<file path="config.mk">
export PLATFORM = sky130hd
export DESIGN_NAME = sbox_gf
export DESIGN_NICKNAME = d
export VERILOG_FILES = /design/src/rtl/sbox_pkg.sv /design/src/rtl/gf_mul.sv /design/src/rtl/gf_affine.sv /design/src/rtl/gf_inv_seq.sv /design/src/rtl/sbox_gf.sv
export SDC_FILE = /design/constraint.sdc
export NUM_CORES = 1
export LEC_CHECK = 0
export ABC_AREA = 0
export BUFFER_PORTS_ARGS = -buffer_cell sky130_fd_sc_hd__buf_2
export CORE_ASPECT_RATIO = 0.75
export CORE_MARGIN = 2
export CORE_UTILIZATION = 55
export CTS_CLUSTER_DIAMETER = 60
export DETAILED_ROUTE_END_ITERATION = 16
export PLACE_DENSITY = 0.78
export SLEW_MARGIN = 20
export SYNTH_ARGS = -nofsm -noshare
export SYNTH_HDL_FRONTEND = slang
export SYNTH_SLANG_ARGS = --single-unit
</file>
<file path="constraint.sdc">
create_clock -name clk_i -period 4.7 [get_ports clk_i]
set_input_delay 0.47 -clock clk_i [delete_from_list [all_inputs] [get_ports clk_i]]
set_output_delay 0.47 -clock clk_i [all_outputs]
set_load 0.02 [all_outputs]
</file>
<file path="src/rtl/sbox_pkg.sv">
package sbox_pkg;
  localparam int unsigned BYTE_W = 8;
  localparam logic [8:0]  RED_POLY = 9'h11B;
  // Rotation-tap masks: bit j set means input bit (i+j) mod W feeds output bit i
  localparam logic [7:0]  FWD_TAPS  = 8'hF1;
  localparam logic [7:0]  FWD_CONST = 8'h63;
  localparam logic [7:0]  INV_TAPS  = 8'hA4;
  localparam logic [7:0]  INV_CONST = 8'h05;

  typedef enum logic {DIR_FWD = 1'b0, DIR_INV = 1'b1} dir_e;
endpackage

</file>
<file path="src/rtl/gf_mul.sv">
module gf_mul #(
  parameter int unsigned W    = 8,
  parameter logic [W:0]  POLY = 9'h11B
) (
  input  logic [W-1:0] a_i,
  input  logic [W-1:0] b_i,
  output logic [W-1:0] p_o
);
  always_comb begin
    logic [W-1:0] acc;
    logic [W-1:0] t;
    acc = '0;
    t   = a_i;
    for (int k = 0; k < W; k++) begin
      if (b_i[k]) acc = acc ^ t;
      t = {t[W-2:0], 1'b0} ^ (t[W-1] ? POLY[W-1:0] : '0);
    end
    p_o = acc;
  end
endmodule

</file>
<file path="src/rtl/gf_affine.sv">
module gf_affine #(
  parameter int unsigned W     = 8,
  parameter logic [W-1:0] TAPS = 8'hF1,
  parameter logic [W-1:0] CVEC = 8'h63
) (
  input  logic [W-1:0] d_i,
  output logic [W-1:0] d_o
);
  for (genvar i = 0; i < W; i++) begin : g_bit
    always_comb begin
      logic acc;
      acc = CVEC[i];
      for (int j = 0; j < W; j++)
        if (TAPS[j]) acc = acc ^ d_i[(i + j) % W];
      d_o[i] = acc;
    end
  end
endmodule

</file>
<file path="src/rtl/gf_inv_seq.sv">
module gf_inv_seq #(
  parameter int unsigned W    = 8,
  parameter logic [W:0]  POLY = 9'h11B
) (
  input  logic         clk_i,
  input  logic         rst_ni,
  input  logic         start_i,
  input  logic [W-1:0] op_i,
  output logic         busy_o,
  output logic         last_o,
  output logic [W-1:0] res_o
);
  localparam int unsigned IW = $clog2(W);
  localparam logic [W-1:0] EXP = {{(W-1){1'b1}}, 1'b0};  // 2^W - 2

  logic [W-1:0]  base_q, acc_q, sq, sqm;
  logic [IW-1:0] idx_q;
  logic          busy_q;

  gf_mul #(.W(W), .POLY(POLY)) u_sq  (.a_i(acc_q), .b_i(acc_q),  .p_o(sq));
  gf_mul #(.W(W), .POLY(POLY)) u_mul (.a_i(sq),    .b_i(base_q), .p_o(sqm));

  assign res_o  = EXP[idx_q] ? sqm : sq;
  assign busy_o = busy_q;
  assign last_o = busy_q && (idx_q == '0);

  always_ff @(posedge clk_i or negedge rst_ni) begin
    if (!rst_ni) begin
      busy_q <= 1'b0;
      idx_q  <= '0;
      acc_q  <= '0;
      base_q <= '0;
    end else if (start_i && !busy_q) begin
      busy_q <= 1'b1;
      idx_q  <= IW'(W - 1);
      acc_q  <= W'(1);
      base_q <= op_i;
    end else if (busy_q) begin
      acc_q <= res_o;
      idx_q <= idx_q - 1'b1;
      if (idx_q == '0) busy_q <= 1'b0;
    end
  end
endmodule

</file>
<file path="src/rtl/sbox_gf.sv">
module sbox_gf
  import sbox_pkg::*;
#(
  parameter int unsigned W = BYTE_W
) (
  input  logic         clk_i,
  input  logic         rst_ni,
  input  logic         valid_i,
  input  logic         inv_i,
  input  logic [W-1:0] data_i,
  output logic         ready_o,
  output logic         valid_o,
  output logic [W-1:0] data_o
);
  logic         busy, last, accept;
  logic [W-1:0] pre_inv, pre_op, inv_res, post_fwd;
  dir_e         dir_q;
  logic         valid_q;
  logic [W-1:0] data_q;

  assign accept = valid_i && !busy;

  gf_affine #(.W(W), .TAPS(INV_TAPS[W-1:0]), .CVEC(INV_CONST[W-1:0]))
    u_pre (.d_i(data_i), .d_o(pre_inv));

  assign pre_op = inv_i ? pre_inv : data_i;

  gf_inv_seq #(.W(W), .POLY(RED_POLY)) u_inv (
    .clk_i  (clk_i),
    .rst_ni (rst_ni),
    .start_i(accept),
    .op_i   (pre_op),
    .busy_o (busy),
    .last_o (last),
    .res_o  (inv_res)
  );

  gf_affine #(.W(W), .TAPS(FWD_TAPS[W-1:0]), .CVEC(FWD_CONST[W-1:0]))
    u_post (.d_i(inv_res), .d_o(post_fwd));

  always_ff @(posedge clk_i or negedge rst_ni) begin
    if (!rst_ni) begin
      dir_q   <= DIR_FWD;
      valid_q <= 1'b0;
      data_q  <= '0;
    end else begin
      if (accept) dir_q <= inv_i ? DIR_INV : DIR_FWD;
      valid_q <= last;
      if (last) data_q <= (dir_q == DIR_INV) ? inv_res : post_fwd;
    end
  end

  assign ready_o = !busy;
  assign valid_o = valid_q;
  assign data_o  = data_q;
endmodule

</file>
# Yosys cells after proc, flatten, opt, wreduce, memory -nomap -nowiden
# Memory sizes are Yosys's and may differ from the RTL's.
# Index checks and enable logic that the tools add are counted.
[op_classes]
n_mux = 42
n_reduce_logical = 6
add_sub_neg = 1
n_lt_le_gt_ge = 1
bitwise = 81
[op_table]
columns = ["operator", "count"]
rows = [
  ["8-bit 2-to-1 mux", 21],
  ["8-bit by 5-bit bitwise XOR with 8-bit output", 14],
  ["8-bit bitwise XOR", 14],
  ["5-bit 2-to-1 mux", 14],
  ["1-bit bitwise XOR", 47],
  ["3-bit 2-to-1 mux", 2],
  ["1-bit NOT", 6],
  ["1-bit 2-to-1 mux", 5],
  ["3-bit by 4-bit < comparator with 1-bit output (second input constant)", 1],
  ["1-bit logical AND", 3],
  ["3-bit zero test", 1],
  ["3-bit by 1-bit subtractor with 3-bit output (second input constant)", 1],
  ["2-bit nonzero test", 1],
  ["1-bit zero test", 1],
]
[totals]
output_inout_bits = 10
inputBits = 12
reg_bits = 30
mem_bits_ro = 8
elab_cells = 139
mem_count = 1
[mem_list]
columns = ["memory", "words", "width", "read_ports", "rd_ports_with_merged_regs", "wr", "line", "rtl"]
rows = [
  ["(name not given)", 8, 1, 1, 0, 0, "gf_inv_seq.sv:23", "assign res_o = EXP[idx_q] ? sqm : sq;"],
]

# Depth between registers and ports, before layout
[depth]
ltp_word = 39
mapped_depth = 18
ltp_nobuf = 15

# Cells and area by module
# A second synthesis with hierarchy kept.
[hier_totals]
hier_cells = 509
area_unflattened_um2 = 4629.4
[by_module_without_submodules]
columns = ["mod", "cells_each", "n_inst", "seq_area_each_um2", "area_each_um2"]
rows = [
  ["gf_mul", 177, 2, 0.0, 1320.0],
  ["gf_inv_seq", 66, 1, 500.5, 909.6],
  ["sbox_gf", 49, 1, 250.2, 560.5],
  ["gf_affine at u_post", 24, 1, 0.0, 271.5],
  ["gf_affine at u_pre", 16, 1, 0.0, 247.7],
]

# Worst setup path after synthesis
# OpenSTA, ideal clock, no wires.
[synth_path]
path_kind = "register to register"
startpoint = "register u_inv.acc_q[0]"
endpoint = "register data_q[7], in the netlist data_o[7]"
setup_time_ps = 133
arrival_time_ps = 4252
synth_period_minus_slack_ps = 4384
required_ps = 4567
path_slack_ps = 316
n_path_buf = 0
path_stages_with_launch = 16
cell_sequence = "dfrtp_1 > ha_1 > xor2_2 > a21oi_1 > xor2_1 > xor3_2 > a21oi_2 > o21ai_1 > xnor3_1 > xnor3_1 > mux2i_1 > nor2_4 > xor2_2 > xnor3_1 > mux2i_1 > o211ai_1"
[synth_between]
elab_chain_cells = 37
[synth_lines]
columns = ["item", "line", "rtl"]
rows = [
  ["start, declared", "gf_inv_seq.sv:16", "logic [W-1:0] base_q, acc_q, sq, sqm;"],
  ["start signal, assigned", "gf_inv_seq.sv:39", "acc_q <= res_o;"],
  ["8-bit 2-to-1 mux", "gf_mul.sv:15", "if (b_i[k]) acc = acc ^ t;"],
  ["8-bit bitwise XOR", "gf_mul.sv:15", ""],
  ["8-bit 2-to-1 mux", "gf_mul.sv:15", ""],
  ["8-bit bitwise XOR", "gf_mul.sv:15", ""],
  ["8-bit 2-to-1 mux", "gf_mul.sv:15", ""],
  ["8-bit bitwise XOR", "gf_mul.sv:15", ""],
  ["8-bit 2-to-1 mux", "gf_mul.sv:15", ""],
  ["8-bit bitwise XOR", "gf_mul.sv:15", ""],
  ["[18 not listed]", "-", ""],
  ["8-bit 2-to-1 mux", "gf_mul.sv:15", ""],
  ["8-bit bitwise XOR", "gf_mul.sv:15", ""],
  ["8-bit 2-to-1 mux", "gf_mul.sv:15", ""],
  ["8-bit bitwise XOR", "gf_mul.sv:15", ""],
  ["8-bit 2-to-1 mux", "gf_mul.sv:15", ""],
  ["8-bit 2-to-1 mux *", "gf_inv_seq.sv:23", ""],
  ["1-bit bitwise XOR (4 in series)", "gf_affine.sv:14", "if (TAPS[j]) acc = acc ^ d_i[(i + j) % W];"],
  ["8-bit 2-to-1 mux *", "sbox_gf.sv:49", "if (last) data_q <= (dir_q == DIR_INV) ? inv_res : post_fwd;"],
  ["end signal, assigned", "sbox_gf.sv:49", ""],
  ["end, declared", "sbox_gf.sv:19", "logic [W-1:0] data_q;"],
]
# Mark *: on every way between the ends. The rest lies on a longest branch, timed or not.
# A chain may end at the register's enable or synchronous reset.

# Worst setup path after layout
[layout_path]
startpoint = "register u_inv.acc_q[6]"
endpoint = "register data_q[1], in the netlist data_o[1]"
[layout_between]
elab_chain_cells = 38
[layout_lines]
columns = ["item", "line", "rtl"]
rows = [
  ["8-bit by 5-bit bitwise XOR with 8-bit output", "gf_mul.sv:16", "t = {t[W-2:0], 1'b0} ^ (t[W-1] ? POLY[W-1:0] : '0);"],
  ["8-bit bitwise XOR", "gf_mul.sv:15", ""],
  ["8-bit 2-to-1 mux", "gf_mul.sv:15", ""],
  ["8-bit bitwise XOR", "gf_mul.sv:15", ""],
  ["8-bit 2-to-1 mux", "gf_mul.sv:15", ""],
  ["8-bit bitwise XOR", "gf_mul.sv:15", ""],
  ["8-bit 2-to-1 mux", "gf_mul.sv:15", ""],
  ["8-bit bitwise XOR", "gf_mul.sv:15", ""],
  ["[19 not listed]", "-", ""],
  ["8-bit bitwise XOR", "gf_mul.sv:15", ""],
  ["8-bit 2-to-1 mux", "gf_mul.sv:15", ""],
  ["8-bit bitwise XOR", "gf_mul.sv:15", ""],
  ["8-bit 2-to-1 mux", "gf_mul.sv:15", ""],
  ["8-bit 2-to-1 mux *", "gf_inv_seq.sv:23", ""],
  ["1-bit NOT (no source line)", "-", ""],
  ["1-bit bitwise XOR (4 in series)", "gf_affine.sv:14", ""],
  ["8-bit 2-to-1 mux *", "sbox_gf.sv:49", ""],
]
# Marks and branches as above.

==> results.toml <==
[clocking]
numCtsBuffers = 5
cts_root_buf = "clkbuf_8"
tritoncts_num_sinks = 30
clk_latency_ps = 290
clk_pin_slew_ps = 70
cts_buffer_depth = 2
cts_hold_buf = 0
cts_tree = "yes"
cts-htree-levels = 2

[synth]
yosys.area_share.simple = 0.191
synth.largest_area_cell = "dfrtp_1"
muxShareOfSynthArea = 0.0804
yosysUniqueCellTypes = 86
synth_top_family_by_area = "XOR/XNOR gates"
synth_xor_xnor_area_share = 0.339
syn-cell-area_um2 = 4540
synth_flop_cell = "dfrtp_1"
synth_edf_count = 0
synthTopCellsByCount = "75 x nand2_1, 69 x xnor2_1, 30 x dfrtp_1"
syn_avg_cell_area_um2 = 9.05
synth-compound-area-share = 0.154
syn_inst = 502
synth.most_common_cell = "nand2_1"
synthArstFlopShare = 1.00
synthAdderAreaFrac = 0.00826
yosys_warnings = 0
yosysSeqAreaShare = 0.165
ys_ff_latch = 30
synth_area_leaders = "dfrtp_1 17%, xnor2_1 13%, xnor3_1 8.9%"
syn_nets = 517
yosysTopAreaCellShare = 0.165

[die]
rows = 28
initial_utilization = 0.571
design.core.area_um2 = 7950
die_area_um2 = 9010
dieHeight_um = 82.7
num_io_pins = 22
die_w_um = 109

[route]
routedWlPerCell_um = 17.9
dr.first_iter.drc_count = 356
drc = 0
routed_wl_um = 11600
vias_per_cell = 6.00
dr_wl_met3_um = 910
drt-met1-wl_um = 5130
num_vias = 3870
antenna_left = 0
wl_met2_um = 5440
highest_layer = "met4"
dr.pass1.iters = 5

[cells_and_area]
drive_gt1_frac = 0.243
antenna_cells = 0
final_util = 0.643
fill_cells = 602
syn_to_final_growth_pct = 12.6
nets = 554
finalNonFillerCells = 645

[setup_path]
crit_fanout = 10
crit_start = "u_inv.acc_q[6]"
cp.arrival_ps = 4760
start_kind = "flop"
cp.required_ps = 4850
crit_type = "flop to flop"
rrSetupSlack_ps = 90
end_kind = "flop"
endpoint = "data_o[1]"
r2r-start = "u_inv.acc_q[6]"
r2r_cells = 16
r2r_end = "data_o[1]"

[global_route]
grt_max_degree = 31
antenna_found_initial = 0
grt_pass1_wl_um = 18700
grt_pass1_vias = 3659
grtUsageTotal = 0.269
grt-ovfl-total = 0

[place]
dp_worst_setup_slack_ps = -120
gp_congestion = 0.951
placed_cells = 626
port-buffer-count = 21
dp_hpwl_um = 8460

[min_path]
worstHoldPathType = "input pin to asynchronous set/reset pin"

[timing]
period_share = 0.981
max_slew.worst_pin.slew_ps = 881
drv_slew = 0
fmax_mhz = 217
finalHoldViolations = 0
setup_violations = 0
max_slew_margin = 0.412
fin_setup_tns_ps = 0
layout_setup_ws_ps = 87.2
period_needed_ps = 4610
fin_skew_ps = 7.06

[status]
status = "complete, no violations"

[flow_run]
max-cap-violations = 0
## timing repair
| item | in CTS | in global routing |
|---|---|---|
| pin swaps | 2 | 8 |
| setup buffers | 0 | 11 |
| setup endpoints to repair | 7 | 8 |
| gates resized for setup | 4 | 17 |
## cell usage in the layout, fill, tap and decap left out, drive strengths merged, types with 3 or more instances in the layout
cell,n
a211oi,6
a21oi,16
a22oi,5
a31oi,5
buf,66
clkbuf,7
dfrtp,30
ha,3
inv,8
mux2,4
mux2i,28
nand2,75
nand2b,16
nand3,9
nand3b,3
nor2,27
nor2b,8
nor3,6
nor4,8
o211ai,8
o21ai,24
o22ai,8
or2,6
or3,3
xnor2,76
xnor3,22
xor2,21
## per-layer routing
metal,GRT usage,vias to the layer above
met5,0,-
met4,0.0474,0
met2,0.453,151
li1,-,1831
met3,0.0251,7
met1,0.383,1881
## cells by family after synthesis
family	Yosys count
multiplexers	32
XOR/XNOR	121
AND/OR/NAND/NOR	174
buffers and inverters	45
flip-flops	30
adder cells (fa/ha/maj)	3
AO/OA/AOI/OAI	97
## through the flow
step / hold WS, ps / area, um^2
4_1_cts: 228 / 4900
6_report: 214 / 5110
5_1_grt: 277 / 5110
3_3_place_gp: 461 / 4800
3_5_place_dp: 474 / 4800
2_1_floorplan: 174 / 4540
## critical path, cell delays in order (launching register included)
cell and delay (ps):
dfrtp_2 480, buf_4 200, mux2_4 290, a221oi_4 320, xor2_4 240, buf_4 150
xor3_2 460, a21oi_4 150, o21ai_1 90, xnor3_1 400, xnor3_2 470, mux2i_4 220
nor2_4 230, xor2_4 220, xor2_1 210, mux2i_1 220, o211ai_1 120
## flip-flops by register name (all words and copies together), names as in the netlist
| register | flops |
|---|---|
| u_inv.base_q | 8 |
| data_o | 8 |
| u_inv.busy_o | 1 |
| u_inv.idx_q | 3 |
| dir_q | 1 |
| valid_o | 1 |
| u_inv.acc_q | 8 |
## worst min-delay path by stage
| stage | startpoint | endpoint | slack (ps) |
|---|---|---|---|
| 6_report | rst_ni | data_o[3] | 210 |
| 5_1_grt | rst_ni | data_o[3] | 280 |
| 4_1_cts | rst_ni | u_inv.base_q[0] | 230 |
| 3_5_place_dp | u_inv.idx_q[0] | u_inv.idx_q[0] | 470 |
| 3_3_place_gp | u_inv.idx_q[0] | u_inv.idx_q[0] | 460 |
| 2_1_floorplan | rst_ni | data_o[0] | 170 |
## area by class of cell
| class | instances | area [um^2] | area share |
|---|---|---|---|
| multi-input cells | 427 | 3640 | 0.711 |
| clock buffers | 7 | 86.3 | 0.0169 |
| repair buffers | 66 | 468 | 0.0915 |
| clock inverters | 1 | 5.00 | 0.000979 |
| flip-flops and latches | 30 | 753 | 0.147 |
| inverters | 9 | 33.8 | 0.00661 |
| well taps | 105 | 131 | 0.0257 |
Power is not shown: default switching activity piles up to over one toggle a cycle in this logic, so the estimate is an artifact.
